--- src/rtl/exc_frame_pop_pkg.sv ---
package exc_frame_pop_pkg;

  typedef enum logic [1:0] {
    ST_IDLE = 2'd0,
    ST_HEAD = 2'd1,
    ST_ADDR = 2'd2
  } seqState_t;

  // strobes from control to datapath
  typedef struct packed {
    logic captureBase;   // sample stack pointer and instruction address
    logic loadStatus;    // restore status word and keep format code
    logic loadFaultPc;   // report faulting instruction address
    logic loadPc;        // take return address
    logic loadSp;        // write adjusted stack pointer
    logic selSecond;     // address the second longword
  } dpCtrl_t;

endpackage

--- src/rtl/exc_frame_pop_dp.sv ---
module exc_frame_pop_dp
  import exc_frame_pop_pkg::*;
#(
  parameter int ADDR_W     = 32,
  parameter int DATA_W     = 32,
  parameter int SR_W       = 16,
  parameter int FMT_W      = 4,
  parameter int FMT_LSB    = 28,
  parameter int LAYOUT_BIT = 30,
  parameter int WORD_BYTES = 4,
  parameter int FMT_LO     = 4,
  parameter int FMT_HI     = 7
) (
  input  logic              clk,
  input  logic              rst,
  input  dpCtrl_t           ctrl,
  input  logic [ADDR_W-1:0] stackPtr,
  input  logic [ADDR_W-1:0] instrAddr,
  input  logic [DATA_W-1:0] memData,
  output logic [ADDR_W-1:0] memAddr,
  output logic              frameOk,
  output logic [SR_W-1:0]   statusOut,
  output logic [ADDR_W-1:0] pcOut,
  output logic [ADDR_W-1:0] spOut
);

  localparam int NUM_FMT = 1 << FMT_W;
  localparam logic [ADDR_W-1:0] STEP = ADDR_W'(WORD_BYTES);

  logic [ADDR_W-1:0] baseSp;
  logic [ADDR_W-1:0] faultPc;
  logic [FMT_W-1:0]  fmtReg;
  logic [FMT_W-1:0]  fmtField;
  logic [NUM_FMT-1:0] codeAllowed;
  logic [ADDR_W-1:0] nextWordAddr;

  // whitelist of accepted format codes
  for (genvar c = 0; c < NUM_FMT; c++) begin : g_allow
    assign codeAllowed[c] = (c >= FMT_LO) && (c <= FMT_HI);
  end

  assign fmtField     = memData[FMT_LSB +: FMT_W];
  assign frameOk      = codeAllowed[fmtField] && memData[LAYOUT_BIT];
  assign nextWordAddr = baseSp + STEP;
  assign memAddr      = ctrl.selSecond ? nextWordAddr : baseSp;

  always_ff @(posedge clk) begin
    if (rst) begin
      baseSp  <= '0;
      faultPc <= '0;
    end else if (ctrl.captureBase) begin
      baseSp  <= stackPtr;
      faultPc <= instrAddr;
    end
  end

  always_ff @(posedge clk) begin
    if (rst) begin
      statusOut <= '0;
      fmtReg    <= '0;
    end else if (ctrl.loadStatus) begin
      statusOut <= memData[SR_W-1:0];
      fmtReg    <= fmtField;
    end
  end

  always_ff @(posedge clk) begin
    if (rst) begin
      pcOut <= '0;
    end else if (ctrl.loadPc) begin
      pcOut <= memData[ADDR_W-1:0];
    end else if (ctrl.loadFaultPc) begin
      pcOut <= faultPc;
    end
  end

  always_ff @(posedge clk) begin
    if (rst) begin
      spOut <= '0;
    end else if (ctrl.loadSp) begin
      spOut <= nextWordAddr + {{(ADDR_W-FMT_W){1'b0}}, fmtReg};
    end
  end

endmodule

--- src/rtl/exc_frame_pop_ctrl.sv ---
module exc_frame_pop_ctrl
  import exc_frame_pop_pkg::*;
(
  input  logic    clk,
  input  logic    rst,
  input  logic    startReq,
  input  logic    memValid,
  input  logic    frameOk,
  output dpCtrl_t ctrl,
  output logic    memReq,
  output logic    busy,
  output logic    donePulse,
  output logic    fmtErrPulse
);

  seqState_t state;
  seqState_t stateNext;

  always_comb begin
    ctrl      = '0;
    stateNext = state;
    unique case (state)
      ST_IDLE: begin
        if (startReq) begin
          ctrl.captureBase = 1'b1;
          stateNext        = ST_HEAD;
        end
      end
      ST_HEAD: begin
        if (memValid) begin
          if (frameOk) begin
            ctrl.loadStatus = 1'b1;
            stateNext       = ST_ADDR;
          end else begin
            ctrl.loadFaultPc = 1'b1;
            stateNext        = ST_IDLE;
          end
        end
      end
      ST_ADDR: begin
        ctrl.selSecond = 1'b1;
        if (memValid) begin
          ctrl.loadPc = 1'b1;
          ctrl.loadSp = 1'b1;
          stateNext   = ST_IDLE;
        end
      end
      default: stateNext = ST_IDLE;
    endcase
  end

  always_ff @(posedge clk) begin
    if (rst) begin
      state       <= ST_IDLE;
      donePulse   <= 1'b0;
      fmtErrPulse <= 1'b0;
    end else begin
      state       <= stateNext;
      donePulse   <= ctrl.loadPc;
      fmtErrPulse <= ctrl.loadFaultPc;
    end
  end

  assign memReq = (state == ST_HEAD) || (state == ST_ADDR);
  assign busy   = (state != ST_IDLE);

endmodule

--- src/rtl/exc_frame_pop.sv ---
module exc_frame_pop
  import exc_frame_pop_pkg::*;
#(
  parameter int ADDR_W     = 32,
  parameter int DATA_W     = 32,
  parameter int SR_W       = 16,
  parameter int FMT_W      = 4,
  parameter int FMT_LSB    = 28,
  parameter int LAYOUT_BIT = 30,
  parameter int WORD_BYTES = 4,
  parameter int FMT_LO     = 4,
  parameter int FMT_HI     = 7
) (
  input  logic              clk,
  input  logic              rst,
  input  logic              startReq,
  input  logic [ADDR_W-1:0] stackPtr,
  input  logic [ADDR_W-1:0] instrAddr,
  output logic              memReq,
  output logic [ADDR_W-1:0] memAddr,
  input  logic              memValid,
  input  logic [DATA_W-1:0] memData,
  output logic [SR_W-1:0]   statusOut,
  output logic [ADDR_W-1:0] pcOut,
  output logic [ADDR_W-1:0] spOut,
  output logic              donePulse,
  output logic              fmtErrPulse,
  output logic              busy
);

  dpCtrl_t ctrl;
  logic    frameOk;

  exc_frame_pop_ctrl u_ctrl (
    .clk         (clk),
    .rst         (rst),
    .startReq    (startReq),
    .memValid    (memValid),
    .frameOk     (frameOk),
    .ctrl        (ctrl),
    .memReq      (memReq),
    .busy        (busy),
    .donePulse   (donePulse),
    .fmtErrPulse (fmtErrPulse)
  );

  exc_frame_pop_dp #(
    .ADDR_W     (ADDR_W),
    .DATA_W     (DATA_W),
    .SR_W       (SR_W),
    .FMT_W      (FMT_W),
    .FMT_LSB    (FMT_LSB),
    .LAYOUT_BIT (LAYOUT_BIT),
    .WORD_BYTES (WORD_BYTES),
    .FMT_LO     (FMT_LO),
    .FMT_HI     (FMT_HI)
  ) u_dp (
    .clk       (clk),
    .rst       (rst),
    .ctrl      (ctrl),
    .stackPtr  (stackPtr),
    .instrAddr (instrAddr),
    .memData   (memData),
    .memAddr   (memAddr),
    .frameOk   (frameOk),
    .statusOut (statusOut),
    .pcOut     (pcOut),
    .spOut     (spOut)
  );

endmodule

--- config.mk ---
export PLATFORM = sky130hd
export DESIGN_NAME = exc_frame_pop
export DESIGN_NICKNAME = d
export VERILOG_FILES = /design/src/rtl/exc_frame_pop_pkg.sv /design/src/rtl/exc_frame_pop_dp.sv /design/src/rtl/exc_frame_pop_ctrl.sv /design/src/rtl/exc_frame_pop.sv
export SDC_FILE = /design/constraint.sdc
export NUM_CORES = 1
export LEC_CHECK = 0
export BUFFER_PORTS_ARGS = -buffer_cell sky130_fd_sc_hd__buf_2
export CELL_PAD_IN_SITES_DETAIL_PLACEMENT = 1
export CELL_PAD_IN_SITES_GLOBAL_PLACEMENT = 2
export CORE_UTILIZATION = 34
export CTS_BUF_LIST = sky130_fd_sc_hd__clkbuf_4
export CTS_CLUSTER_DIAMETER = 30
export DETAILED_ROUTE_END_ITERATION = 10
export PLACE_DENSITY = 0.9
export SYNTH_ARGS = -nofsm -noshare
export SYNTH_HDL_FRONTEND = slang
export SYNTH_HIERARCHICAL = 1
export SYNTH_SLANG_ARGS = --single-unit
--- constraint.sdc ---
create_clock -name clk -period 5.7 [get_ports clk]
set_clock_uncertainty 0.05 [all_clocks]
set_input_delay 0 -clock clk [delete_from_list [all_inputs] [get_ports clk]]
set_output_delay 0 -clock clk [all_outputs]
set_load 0.03 [all_outputs]
# --- Word-level counts from Yosys, hierarchy flattened ---
# Memories as Yosys holds them, arrays and structs flattened.
# Index checks and enable logic that the tools add are counted.
word_totals:
  ff_bits: 152
  rom_bits: 16
  inputBits: 100
  out_inout_bits: 116
  elab_cells: 41
  memories: 1
op_classes:
  add_sub_neg: 2
  magnitude_cmp: 1
  eq_ne: 5
  muxes: 17
  n_reduce_logical: 6
mem_list:
  columns: ["memory", "depth", "width", "rd", "rd_clocked_by_memory_dff", "wr", "line", "rtl"]
  rows:
  - ["(no name shown)", 16, 1, 1, 0, 0, "exc_frame_pop_dp.sv:43", "assign frameOk = codeAllowed[fmtField] && memData[LAYOUT_BIT];"]
op_table:
  columns: ["op", "n"]
  rows:
  - ["2-to-1 mux 32 bit", 3]
  - ["adder 32 x 3 -> 32 bit, second input constant", 1]
  - ["adder 32 x 4 -> 32 bit", 1]
  - ["2-to-1 mux 2 bit", 7]
  - ["inequality test 2 bit, second input constant", 3]
  - ["one-hot mux 2 bit (3 select lines)", 1]
  - ["< comparator 4 x 5 -> 1 bit, second input constant", 1]
  - ["2-to-1 mux 1 bit", 5]
  - ["nonzero test 2 bit", 2]
  - ["2-to-1 mux 3 bit", 1]
  - ["AND reduction 3 bit", 1]
  - ["== test 2 x 1 -> 1 bit, second input constant", 1]
  - ["== test 2 bit, second input constant", 1]
  - ["logical NOT 2 bit", 1]
  - ["logical AND 1 bit", 1]
  - ["logical OR 1 bit", 1]

# --- Logic depth before layout (Yosys ltp) ---
# Gate-level depths: netlist of run 1.
logic_depth:
  depth_word: 8
  depth_mapped: 10
  ltp_nobuf: 10

# --- By module ---
# Netlist of run 1, hierarchy kept.
by_module_without_submodules:
  columns: ["mod", "instances", "cells_per_inst", "area_per_inst_um2", "seq_area_each_um2"]
  rows:
  - ["exc_frame_pop_dp", 1, 900, 7821.3, 2962.8]
  - ["exc_frame_pop_ctrl", 1, 28, 259.0, 80.1]

# --- Worst setup path after synthesis of run 1 ---
# No wires, ideal clock.
synth_path:
  kind: "flip-flop to flip-flop"
  from: "register u_dp.baseSp[9]"
  to: "register u_dp.spOut[31]"
  setup_time_ps: 83
  t_arrival_ps: 2506
  t_required_ps: 5567
  path_slack_ps: 3062
  path_stages_with_launch: 10
  n_path_buf: 2
  synth_period_minus_slack_ps: 2638
  cell_sequence: "dfxtp_1 buf_6 nand4_2 buf_6 or4_4 a22oi_2 nand4_2 or2_0 or4_1 o221ai_1"
synth_between:
  elab_chain_cells: 2
synth_rtl:
  columns: ["item", "line", "rtl"]
  rows:
  - ["from (decl)", "exc_frame_pop_dp.sv:30", "logic [ADDR_W-1:0] baseSp;"]
  - ["from (signal assigned)", "exc_frame_pop_dp.sv:52", "baseSp <= stackPtr;"]
  - ["adder 32 x 3 -> 32 bit", "exc_frame_pop_dp.sv:44", "assign nextWordAddr = baseSp + STEP;"]
  - ["adder 32 x 4 -> 32 bit", "exc_frame_pop_dp.sv:81", "spOut <= nextWordAddr + {{(ADDR_W-FMT_W){1'b0}}, fmtReg};"]
  - ["to (signal assigned)", "exc_frame_pop_dp.sv:81", null]
  - ["to (decl)", "exc_frame_pop_dp.sv:24", "output logic [ADDR_W-1:0] spOut"]
# Every way passes these cells.
# A chain may end at the register's enable or synchronous reset.

# --- Final worst setup path of run 1 ---
layout_path:
  from: "register u_dp.baseSp[2]"
  to: "register u_dp.spOut[31]"
# The elaborated chain is that of the path after synthesis.

==> metrics.csv, run 1 <==
stage,metric,value,unit
outcome,status,"complete, no violations",
route,WL final,29400,um
sta,final period utilization,0.597,
power,P_leak,4.65,nW
route,DRT antenna net count,0,
global_routing,Tot GR Track Use,0.236,
synth,Post-synth ARST share,0,
die,die area,0.0244,mm2
final_layout,layout cells sized above 1,0.233,
synth,Syn Area/Cell,8.71,um2
die,row count,56,
sta,Setup-failing EPs final,0,
power,total power,2.56,mW
sta,f_max,294,MHz
sta,Max Slew Vio Count,0,
power,Pwr per Cell Area,233,mW/mm2
die,core area,0.0234,mm2
route,post-DR wirelength/cell,18.6,um
setup_path,Setup CP Type,register to register,
worst_hold_path,min-delay worst type,input pin to register,
setup_path,peak fanout along the critical path,13,
setup_path,"most used cell, CP",or4_1,
setup_path,crit start category,register,
setup_path,CP arrival,3.88,ns
synth,register area share after synthesis,0.377,
place,hpwl dp,18300,um
route,DR vias/cell,5.08,
place,Placed Area,0.00922,mm2
global_routing,pin count of the biggest net entering global routing,84,
clock_network,total CTS buffers,17,
final_layout,P&R area growth vs syn,36.0,%
power,Max VDD drop,0.129,mV
synth,Unique masters post-synth,79,
clock_network,CTS max path bufs,2,
job,max_cap viols,0,
clock_network,root buffer cell,clkbuf_4,
clock_network,CTS tree,yes,
place,Placer Congestion,0.887,
synth,Synthesis Warnings,6,
final_layout,Nets,1352,
place,I/O Buffers,215,
synth,Mapped Area,0.00808,mm2
place,Place WS,2.34,ns
place,dpl cells,1396,
global_routing,grt ovf,0,
sta,WHS,0.120,ns
final_layout,Final Instance Area,0.0110,mm2
setup_path,Worst setup EP type,register,
global_routing,antenna violations before repair,5,
clock_network,worst skew pair latency,0.59,ns
clock_network,post-CTS setup buffer count,0,
sta,Worst-Margin Slew,0.926,ns
final_layout,final core occ,0.469,
route,Initial DRC Count,343,
setup_path,Crit path largest cell delay,0.60,ns
sta,Final Hold Viols,0,
die,die width,156,um
sta,RSZ-0062 raised after global routing,no,
synth,Cells after Synth,928,
synth,Seq cells post-synth,152,
die,io pins,216,
synth,Synth Flop Type,dfxtp_1,
sta,min Tclk post-route,3.40,ns
sta,total negative slack,0,ns
global_routing,first-pass GRT wire length,44400,um
setup_path,"Cell Chain, Critical Path",ha_1 > nand3_1 > nor2_1 > and4_1 > o21ai_1 > or4_1 > or4_1 > o221ai_1,
route,via count,8022,
die,Initial Util,0.345,
clock_network,"Reg clk slew, reported paths",0.18,ns
route,drt first pass iters,5,
sta,Final WS setup,2.30,ns
setup_path,worst path required time,6.17,ns
synth,Post-synth EDFFs,0,
global_routing,number of global-route vias before repair,8368,
clock_network,post-CTS resize count,0,
synth,"Net Count, Synth",1039,
final_layout,Non-Filler Instances,1578,
sta,relative slew slack,0.383,
setup_path,"Max stage delay cell, worst path",dfxtp_1,
clock_network,H-tree levels,4,
die,Die Y,156,um
clock_network,Hold Buf Count CTS,145,
clock_network,clock sinks,152,
route,final routed DRC violation total,0,
-- synth_stat cells (7+ instances only) --
cell / count / share of area
nand3_1: 26 / 0.016
nor2_1: 186 / 0.086
nand4_1: 21 / 0.016
buf_6: 9 / 0.013
nand2_1: 53 / 0.025
mux2i_1: 125 / 0.15
buf_2: 7 / 0.0043
clkbuf_1: 32 / 0.015
buf_1: 14 / 0.0065
o21ai_0: 7 / 0.0043
xnor2_1: 44 / 0.048
inv_1: 20 / 0.0093
dfxtp_1: 152 / 0.38
xor2_1: 18 / 0.020
ha_1: 10 / 0.015
nor3_1: 18 / 0.011
a21oi_1: 46 / 0.028
-- routing by layer --
layer / track usage / routed length (um)
met5: 0 / 0
met4: 0.106 / 927
met3: 0.0519 / 1450
met2: 0.430 / 15000
met1: 0.259 / 11900
-- logic make-up (layout without fill, tap and decap cells) --
group | after synthesis | count (layout) | share of synthesized area
xor+xnor | 62 | 62 | 0.0672
compound gates | 111 | 111 | 0.0934
simple gates | 373 | 373 | 0.230
other cells | 0 | 5 | 0
mux | 126 | 126 | 0.156
buf+inv | 93 | 419 | 0.0590
fa+ha+maj | 11 | 11 | 0.0180
flops | 152 | 152 | 0.377
-- path summary, 6_finish.rpt --
kind | start | end | slack [ns] | depth (start not counted)
worst max register to register | u_dp/baseSp[2]$_SDFFE_PP0P_ | u_dp/spOut[31]$_SDFFE_PP0P_ | 2.30 | 8
worst max-delay path | u_dp/baseSp[2]$_SDFFE_PP0P_ | u_dp/spOut[31]$_SDFFE_PP0P_ | 2.30 | 8
worst min register to register | u_dp/spOut[18]$_SDFFE_PP0P_ | u_dp/spOut[18]$_SDFFE_PP0P_ | 0.42 | 2
worst min-delay path | memData[17] | u_dp/pcOut[17]$_SDFFE_PP0P_ | 0.12 | 4
-- cell usage in the layout (no fill, tap or decap), drive strengths merged, types with 7 or more instances in the layout --
cell type    count
buf            221
nor2           186
dfxtp          152
dlygate4sd3    145
mux2i          125
nand2           56
a21oi           46
xnor2           44
inv             27
nand3           26
nand4           24
nor3            19
xor2            18
clkbuf          17
nor4            11
ha              10
o21ai            8
and4             8
o22ai            7
or2              7
clkinv           7
-- power by group --
| part | switching (mW) | internal, mW | total (mW) |
|---|---|---|---|
| clock | 0.509 | 0.207 | 0.716 |
| combinational | 0.347 | 0.293 | 0.639 |
| sequential | 0.0821 | 1.12 | 1.21 |
| total | 0.938 | 1.62 | 2.56 |
-- sequential cells by signal (all words and copies together), names as in the netlist, 2 cells and up --
| name | count |
|---|---|
| u_dp/statusOut | 16 |
| u_dp/faultPc | 32 |
| u_dp/pcOut | 32 |
| u_dp/baseSp | 32 |
| u_ctrl/state | 2 |
| u_dp/fmtReg | 4 |
| u_dp/spOut | 32 |
-- area by class of cell --
| cell class | count | area, um2 |
|---|---|---|
| diodes | 5 | 12.5 |
| clock buffers | 17 | 128 |
| clock inverters | 15 | 176 |
| fillers | 2840 | 12400 |
| inverters | 21 | 78.8 |
| multi-input cells | 683 | 4570 |
| flip-flops and latches | 152 | 3040 |
| well taps | 319 | 399 |
| repair buffers | 366 | 2570 |
-- critical path, delay by kind of cell, from the launching register on --
family                   cells  cell delay, ns
AO/OA/AOI/OAI                2            0.30
AND/OR/NAND/NOR              5            1.93
flip-flops                   1            0.60
adder cells (fa/ha/maj)      1            0.49
No activity file was read; power rests on OpenSTA's default activity.
==> run 2, diff against run 1 <==
--- a/config.mk
+++ b/config.mk
@@ -8,11 +8,11 @@
 export BUFFER_PORTS_ARGS = -buffer_cell sky130_fd_sc_hd__buf_2
 export CELL_PAD_IN_SITES_DETAIL_PLACEMENT = 1
 export CELL_PAD_IN_SITES_GLOBAL_PLACEMENT = 2
-export CORE_UTILIZATION = 34
+export CORE_UTILIZATION = 32
 export CTS_BUF_LIST = sky130_fd_sc_hd__clkbuf_4
 export CTS_CLUSTER_DIAMETER = 30
 export DETAILED_ROUTE_END_ITERATION = 10
-export PLACE_DENSITY = 0.9
+export PLACE_DENSITY = 0.85
 export SYNTH_ARGS = -nofsm -noshare
 export SYNTH_HDL_FRONTEND = slang
 export SYNTH_HIERARCHICAL = 1
==> constraint.sdc (replaced) <==
create_clock -name clk -period 3.3 [get_ports clk]
set_clock_uncertainty 0.05 [all_clocks]
set_input_delay 0 -clock clk [delete_from_list [all_inputs] [get_ports clk]]
set_output_delay 0 -clock clk [all_outputs]
set_load 0.03 [all_outputs]
==> metrics.csv, run 2 (synthesis gave the netlist of run 1 again) <==
stage,metric,value,unit,change
route,drt first pass iters,6,,+1
setup_path,"Max stage delay cell, worst path",or4_4,,
die,io pins,216,,unchanged
global_routing,antenna violations before repair,2,,-3
global_routing,grt ovf,0,,unchanged
sta,Max Slew Vio Count,0,,unchanged
clock_network,CTS tree,yes,,
worst_hold_path,Hold Crit Start,memData[17],,
final_layout,"commonest non-fill, non-tap cell in the layout",buf_2,,
global_routing,first-pass GRT wire length,44900,um,+1.2%
sta,Setup-failing EPs final,0,,unchanged
global_routing,number of global-route vias before repair,8461,,+1.1%
clock_network,"Reg clk slew, reported paths",0.19,ns,about the same
route,via count,7920,,-1.3%
die,die width,161,um,+3.0%
sta,Worst-Margin Slew,0.761,ns,-0.165 ns
route,DRT antenna net count,0,,unchanged
clock_network,total CTS buffers,17,,unchanged
setup_path,"Cell Chain, Critical Path",ha_1 > and3_2 > nand4_1 > xor2_1 > or4_4 > or2_0 > or4_1 > o221ai_1,,
sta,WHS,0.123,ns,+0.00247 ns
setup_path,Crit path largest cell delay,0.63,ns,+0.03 ns
place,Placer Congestion,0.870,,-1.8%
final_layout,P&R area growth vs syn,35.3,%,
global_routing,pin count of the biggest net entering global routing,72,,-14%
setup_path,Critical Path End,u_dp/spOut[31]$_SDFFE_PP0P_,,
global_routing,Tot GR Track Use,0.219,,-0.0163
worst_hold_path,min-delay worst type,input pin to register,,
sta,final period utilization,0.939,,+0.342
place,dpl cells,1421,,+1.8%
setup_path,Setup CP Type,register to register,,
clock_network,clock sinks,152,,unchanged
clock_network,root buffer cell,clkbuf_4,,
final_layout,"commonest non-fill, non-tap cells in the layout","buf_2 (214), nor2_1 (184), dfxtp_1 (151)",,
power,P_leak,4.68,nW,+0.49%
setup_path,CP arrival,3.58,ns,-0.30 ns
final_layout,Non-Filler Instances,1576,,-0.13%
route,DR vias/cell,5.03,,-1.1%
setup_path,peak fanout along the critical path,12,,-1
outcome,status,"complete, no violations",,
final_layout,layout cells sized above 1,0.254,,+0.0207
die,core area,0.0245,mm2,+4.8%
power,Max VDD drop,0.214,mV,+66%
sta,total negative slack,0,ns,unchanged
final_layout,Nets,1348,,-0.30%
route,Initial DRC Count,404,,+18%
sta,f_max,323,MHz,+9.8%
die,Initial Util,0.329,,-0.0159
setup_path,r2r worst-path depth,8,,unchanged
setup_path,worst reg2reg setup slack,0.20,ns,-2.10 ns
setup_path,worst path required time,3.78,ns,-2.39 ns
die,row count,57,,+1.8%
setup_path,Worst setup EP type,register,,
setup_path,crit path from,u_dp/baseSp[3]$_SDFFE_PP0P_,,
die,Die Y,161,um,+3.0%
job,max_cap viols,0,,unchanged
route,final routed DRC violation total,0,,unchanged
clock_network,worst skew pair latency,0.59,ns,about the same
setup_path,crit start category,register,,
place,I/O Buffers,215,,unchanged
power,total power,4.41,mW,+72%
route,WL final,28600,um,-2.6%
sta,RSZ-0062 raised after global routing,no,,
setup_path,reg-to-reg endpoint,u_dp/spOut[31]$_SDFFE_PP0P_,,
power,Pwr per Cell Area,403,mW/mm2,+73%
route,post-DR wirelength/cell,18.1,um,-2.4%
setup_path,Critical R2R Launch,u_dp/baseSp[3]$_SDFFE_PP0P_,,
sta,Final Hold Viols,0,,unchanged
sta,min Tclk post-route,3.10,ns,-0.304 ns
die,die area,0.0259,mm2,+6.2%
sta,relative slew slack,0.493,,+0.110
clock_network,CTS max path bufs,2,,unchanged
clock_network,H-tree levels,4,,unchanged
place,hpwl dp,19100,um,+4.1%
[run 2: changes by cell type in the layout (fill, tap and decap cells not counted), moves of 2 or more]
cell           delta
clkinv_8          +3
dlygate4sd3_1    -27
buf_4            +22
diode_2           -3
clkinvlp_4        -2
[run 2: layout make-up]
type	count	area, um2
fillers	2957	13600
well taps	324	405
repair buffers	362	2490
clock inverters	15	199
clock buffers	17	128
diodes	2	5.00
inverters	21	78.8
flip-flops and latches	152	3040
multi-input cells	683	4580
[run 2: how the worst min path moves through the flow]
stage / to / slack (ns) / cells after the start
after floorplan: u_ctrl/fmtErrPulse$_SDFF_PP0_ / 0.03 / 1
after detailed placement: u_dp/pcOut[19]$_SDFFE_PP0P_ / 0.19 / 3
final: u_dp/pcOut[17]$_SDFFE_PP0P_ / 0.12 / 4
after CTS: u_dp/pcOut[10]$_SDFFE_PP0P_ / 0.06 / 4
after global routing: u_dp/pcOut[17]$_SDFFE_PP0P_ / 0.07 / 4
after global placement: u_dp/pcOut[27]$_SDFFE_PP0P_ / 0.18 / 3
[run 2: timing repair]
item | 4_1_cts | 5_1_grt
buffers inserted | 0 | 3
endpoints found under the setup margin | 0 | 8
hold buffers | 118 | 0
hold endpoints to repair | 140 | 0
resized for setup | 0 | 3
[run 2: report_power, final]
| part | total (mW) | switching, mW | internal [mW] |
|---|---|---|---|
| logic | 1.09 | 0.608 | 0.478 |
| registers | 2.05 | 0.113 | 1.94 |
| clock network | 1.27 | 0.894 | 0.374 |
| total | 4.41 | 1.61 | 2.79 |
[run 2: critical path, delay by kind of cell, from the launching register on]
| kind | cells | cell delay, ns |
|---|---|---|
| AO/OA/AOI/OAI | 1 | 0.16 |
| XOR/XNOR | 1 | 0.23 |
| adder cells (fa/ha/maj) | 1 | 0.26 |
| flip-flops | 1 | 0.57 |
| AND/OR/NAND/NOR | 5 | 1.78 |
[run 2: metal layers]
layer	global-route usage	up-vias	wire, um
met5	0	-	0
met4	0.0785	0	806
met3	0.0519	50	1370
met2	0.380	205	14100
met1	0.263	3827	12300
li1	-	3838	-
[run 2: through the flow]
step / setup WS (ns) / area (um2) / utilization
floorplan: 0.662 / 8080 / -
global placement: 0.315 / 9390 / 0.383
detailed placement: 0.159 / 9390 / 0.383
CTS: 0.140 / 10900 / 0.444
global route: 0.0166 / 10900 / 0.446
finish: 0.201 / 10900 / 0.446
==> run 3, diff against run 2 <==
--- a/config.mk
+++ b/config.mk
@@ -9,9 +9,10 @@
 export CELL_PAD_IN_SITES_DETAIL_PLACEMENT = 1
 export CELL_PAD_IN_SITES_GLOBAL_PLACEMENT = 2
 export CORE_UTILIZATION = 32
-export CTS_BUF_LIST = sky130_fd_sc_hd__clkbuf_4
+export CTS_BUF_LIST = sky130_fd_sc_hd__clkbuf_8
 export CTS_CLUSTER_DIAMETER = 30
 export DETAILED_ROUTE_END_ITERATION = 10
+export GPL_TIMING_DRIVEN = 0
 export PLACE_DENSITY = 0.85
 export SYNTH_ARGS = -nofsm -noshare
 export SYNTH_HDL_FRONTEND = slang
==> metrics.csv, run 3 (synthesis gave the netlist of run 1 again) <==
stage,metric,value,unit,change
setup_path,Crit path largest cell delay,0.54,ns,-0.09 ns
final_layout,"commonest non-fill, non-tap cell in the layout",buf_2,,
power,Max VDD drop,0.270,mV,+26%
sta,final period utilization,0.951,,+0.0121
worst_hold_path,Hold Crit Start,instrAddr[12],,
place,Place WS,0.129,ns,-0.0301 ns
clock_network,"Reg clk slew, reported paths",0.11,ns,-0.08 ns
die,Initial Util,0.329,,unchanged
route,drt first pass iters,5,,-1
place,I/O Buffers,215,,unchanged
sta,RSZ-0062 raised after global routing,no,,
place,hpwl dp,21500,um,+13%
setup_path,reg-to-reg endpoint,u_dp/spOut[31]$_SDFFE_PP0P_,,
power,Reg power frac,0.435,,-0.031
route,post-DR wirelength/cell,18.6,um,+2.6%
clock_network,total CTS buffers,17,,unchanged
route,via count,8059,,+1.8%
setup_path,"Cell Chain, Critical Path",ha_1 > nand3_1 > nor2_1 > nand3_1 > xor2_1 > or4_1 > or4_1 > o221ai_1,,
die,Die Y,161,um,unchanged
sta,Final WS setup,0.161,ns,-0.0400 ns
global_routing,antenna violations before repair,2,,unchanged
global_routing,Tot GR Track Use,0.231,,+0.0112
place,Placer Congestion,0.873,,+0.24%
setup_path,CP arrival,3.47,ns,-0.11 ns
die,core area,0.0245,mm2,unchanged
setup_path,worst reg2reg setup slack,0.16,ns,-0.04 ns
outcome,status,"complete, no violations",,
setup_path,Critical R2R Launch,u_dp/baseSp[2]$_SDFFE_PP0P_,,
route,DRT antenna net count,0,,unchanged
sta,Worst-Margin Slew,0.966,ns,+0.205 ns
clock_network,H-tree levels,4,,unchanged
power,Comb power frac,0.241,,-0.005
sta,f_max,319,MHz,-1.3%
sta,Setup-failing EPs final,0,,unchanged
worst_hold_path,min-delay worst type,input pin to register,,
global_routing,first-pass GRT wire length,46500,um,+3.5%
sta,WHS,0.245,ns,+0.122 ns
clock_network,root buffer cell,clkbuf_8,,
power,Pwr per Cell Area,422,mW/mm2,+4.6%
worst_hold_path,Hold EP,u_dp/faultPc[12]$_SDFFE_PP0P_,,
setup_path,worst path required time,3.63,ns,-0.15 ns
final_layout,P&R area growth vs syn,36.3,%,
final_layout,fillcell total,2994,,+1.3%
worst_hold_path,depth of the worst hold-timing path,4,,unchanged
clock_network,CTS tree,yes,,
job,max_cap viols,0,,unchanged
route,DR vias/cell,5.03,,about the same
die,die width,161,um,unchanged
final_layout,final core occ,0.449,,+0.00316
route,final routed DRC violation total,0,,unchanged
power,Sw Ratio,0.344,,-0.0222
final_layout,"commonest non-fill, non-tap cells in the layout","buf_2 (222), nor2_1 (186), dfxtp_1 (152)",,
setup_path,Worst setup EP type,register,,
final_layout,Nets,1375,,+2.0%
sta,min Tclk post-route,3.14,ns,+0.0400 ns
route,WL final,29800,um,+4.3%
die,row count,57,,unchanged
sta,total negative slack,0,ns,unchanged
global_routing,number of global-route vias before repair,8525,,+0.76%
final_layout,layout cells sized above 1,0.244,,-0.00928
clock_network,CTS max path bufs,2,,unchanged
clock_network,worst skew pair latency,0.47,ns,-0.12 ns
setup_path,peak fanout along the critical path,7,,-5
sta,Max Slew Vio Count,0,,unchanged
power,switching power,1.60,mW,-1.0%
global_routing,grt ovf,0,,unchanged
power,P_leak,4.69,nW,+0.24%
global_routing,pin count of the biggest net entering global routing,18,,-75%
die,die area,0.0259,mm2,unchanged
die,io pins,216,,unchanged
setup_path,crit start category,register,,
setup_path,r2r worst-path depth,8,,unchanged
sta,relative slew slack,0.356,,-0.137
route,Initial DRC Count,375,,-7.2%
power,P_int,3.05,mW,+9.1%
setup_path,Setup CP Type,register to register,,
sta,Final Hold Viols,0,,unchanged
power,clock network fraction of design power,0.325,,+0.037
clock_network,clock sinks,152,,unchanged
setup_path,"Max stage delay cell, worst path",nor2_1,,
## run 3: cell count changes in the layout (fill, tap and decap cells not counted), moves of 5 or more
cell,change
clkbuf_1,+31
buf_4,-23
clkbuf_8,+20
clkbuf_4,-17
dlygate4sd3_1,-17
buf_1,+14
buf_6,+9
buf_2,+8
clkinv_8,-5
## run 3: worst max path at each step
stage | from | endpoint | cells past startpoint
final | u_dp/baseSp[2]$_SDFFE_PP0P_ | u_dp/spOut[31]$_SDFFE_PP0P_ | 8
after global routing | u_dp/baseSp[2]$_SDFFE_PP0P_ | u_dp/spOut[31]$_SDFFE_PP0P_ | 8
after CTS | u_dp/baseSp[16]$_SDFFE_PP0P_ | u_dp/spOut[30]$_SDFFE_PP0P_ | 8
after detailed placement | u_dp/baseSp[16]$_SDFFE_PP0P_ | u_dp/spOut[30]$_SDFFE_PP0P_ | 8
after global placement | u_dp/baseSp[2]$_SDFFE_PP0P_ | u_dp/spOut[26]$_SDFFE_PP0P_ | 9
after floorplan | u_dp/baseSp[9]$_SDFFE_PP0P_ | u_dp/spOut[31]$_SDFFE_PP0P_ | 9
## run 3: area by class of cell
cell class / instances / area [um2] / share of cell area
multi-input combinational: 683 / 4580 / 0.416
sequential: 152 / 3040 / 0.276
timing repair buffer: 317 / 2090 / 0.190
tap: 324 / 405 / 0.0368
buffer: 72 / 399 / 0.0362
clock buffer: 17 / 234 / 0.0212
clock inverter: 15 / 174 / 0.0158
inverter: 21 / 78.8 / 0.00716
antenna: 2 / 5.00 / 0.000454
## run 3: what timing repair did
| item | in CTS | in global routing |
|---|---|---|
| resized for setup | 0 | 4 |
| endpoints found under the hold margin | 121 | 0 |
| buffers inserted | 0 | 1 |
| endpoints found under the setup margin | 0 | 9 |
| hold buffers | 101 | 0 |
## run 3: power by group through the flow
stage / Combinational [mW] / Clock, mW / Sequential (mW)
floorplan: 0.666 / 0 / 2.08
global placement: 0.995 / 0 / 2.05
detailed placement: 1.01 / 0 / 2.06
CTS: 1.11 / 1.55 / 2.02
global route: 1.21 / 1.63 / 2.03
finish: 1.12 / 1.51 / 2.02
## run 3: critical path: cells and delay by family, from the launching register on
kind	cells	cell delay (ns)
AND/OR/NAND/NOR	5	1.93
flip-flops	1	0.41
adder cells (fa/ha/maj)	1	0.24
XOR/XNOR	1	0.21
AO/OA/AOI/OAI	1	0.21
## run 3: per-layer routing
layer,GRT usage,vias to the layer above,share of wire
met2,0.391,239,0.49
li1,-,3891,-
met4,0.0965,0,0.032
met3,0.0465,56,0.048
met5,0,-,0
met1,0.283,3873,0.43
## run 3: metrics by stage
step | total power, mW | area [um2] | std cells
floorplan | 2.74 | 8080 | 928
global placement | 3.05 | 9560 | 1467
CTS | 4.68 | 11000 | 1600
global route | 4.87 | 11000 | 1603
detailed placement | 3.07 | 9560 | 1467
finish | 4.64 | 11000 | 1603
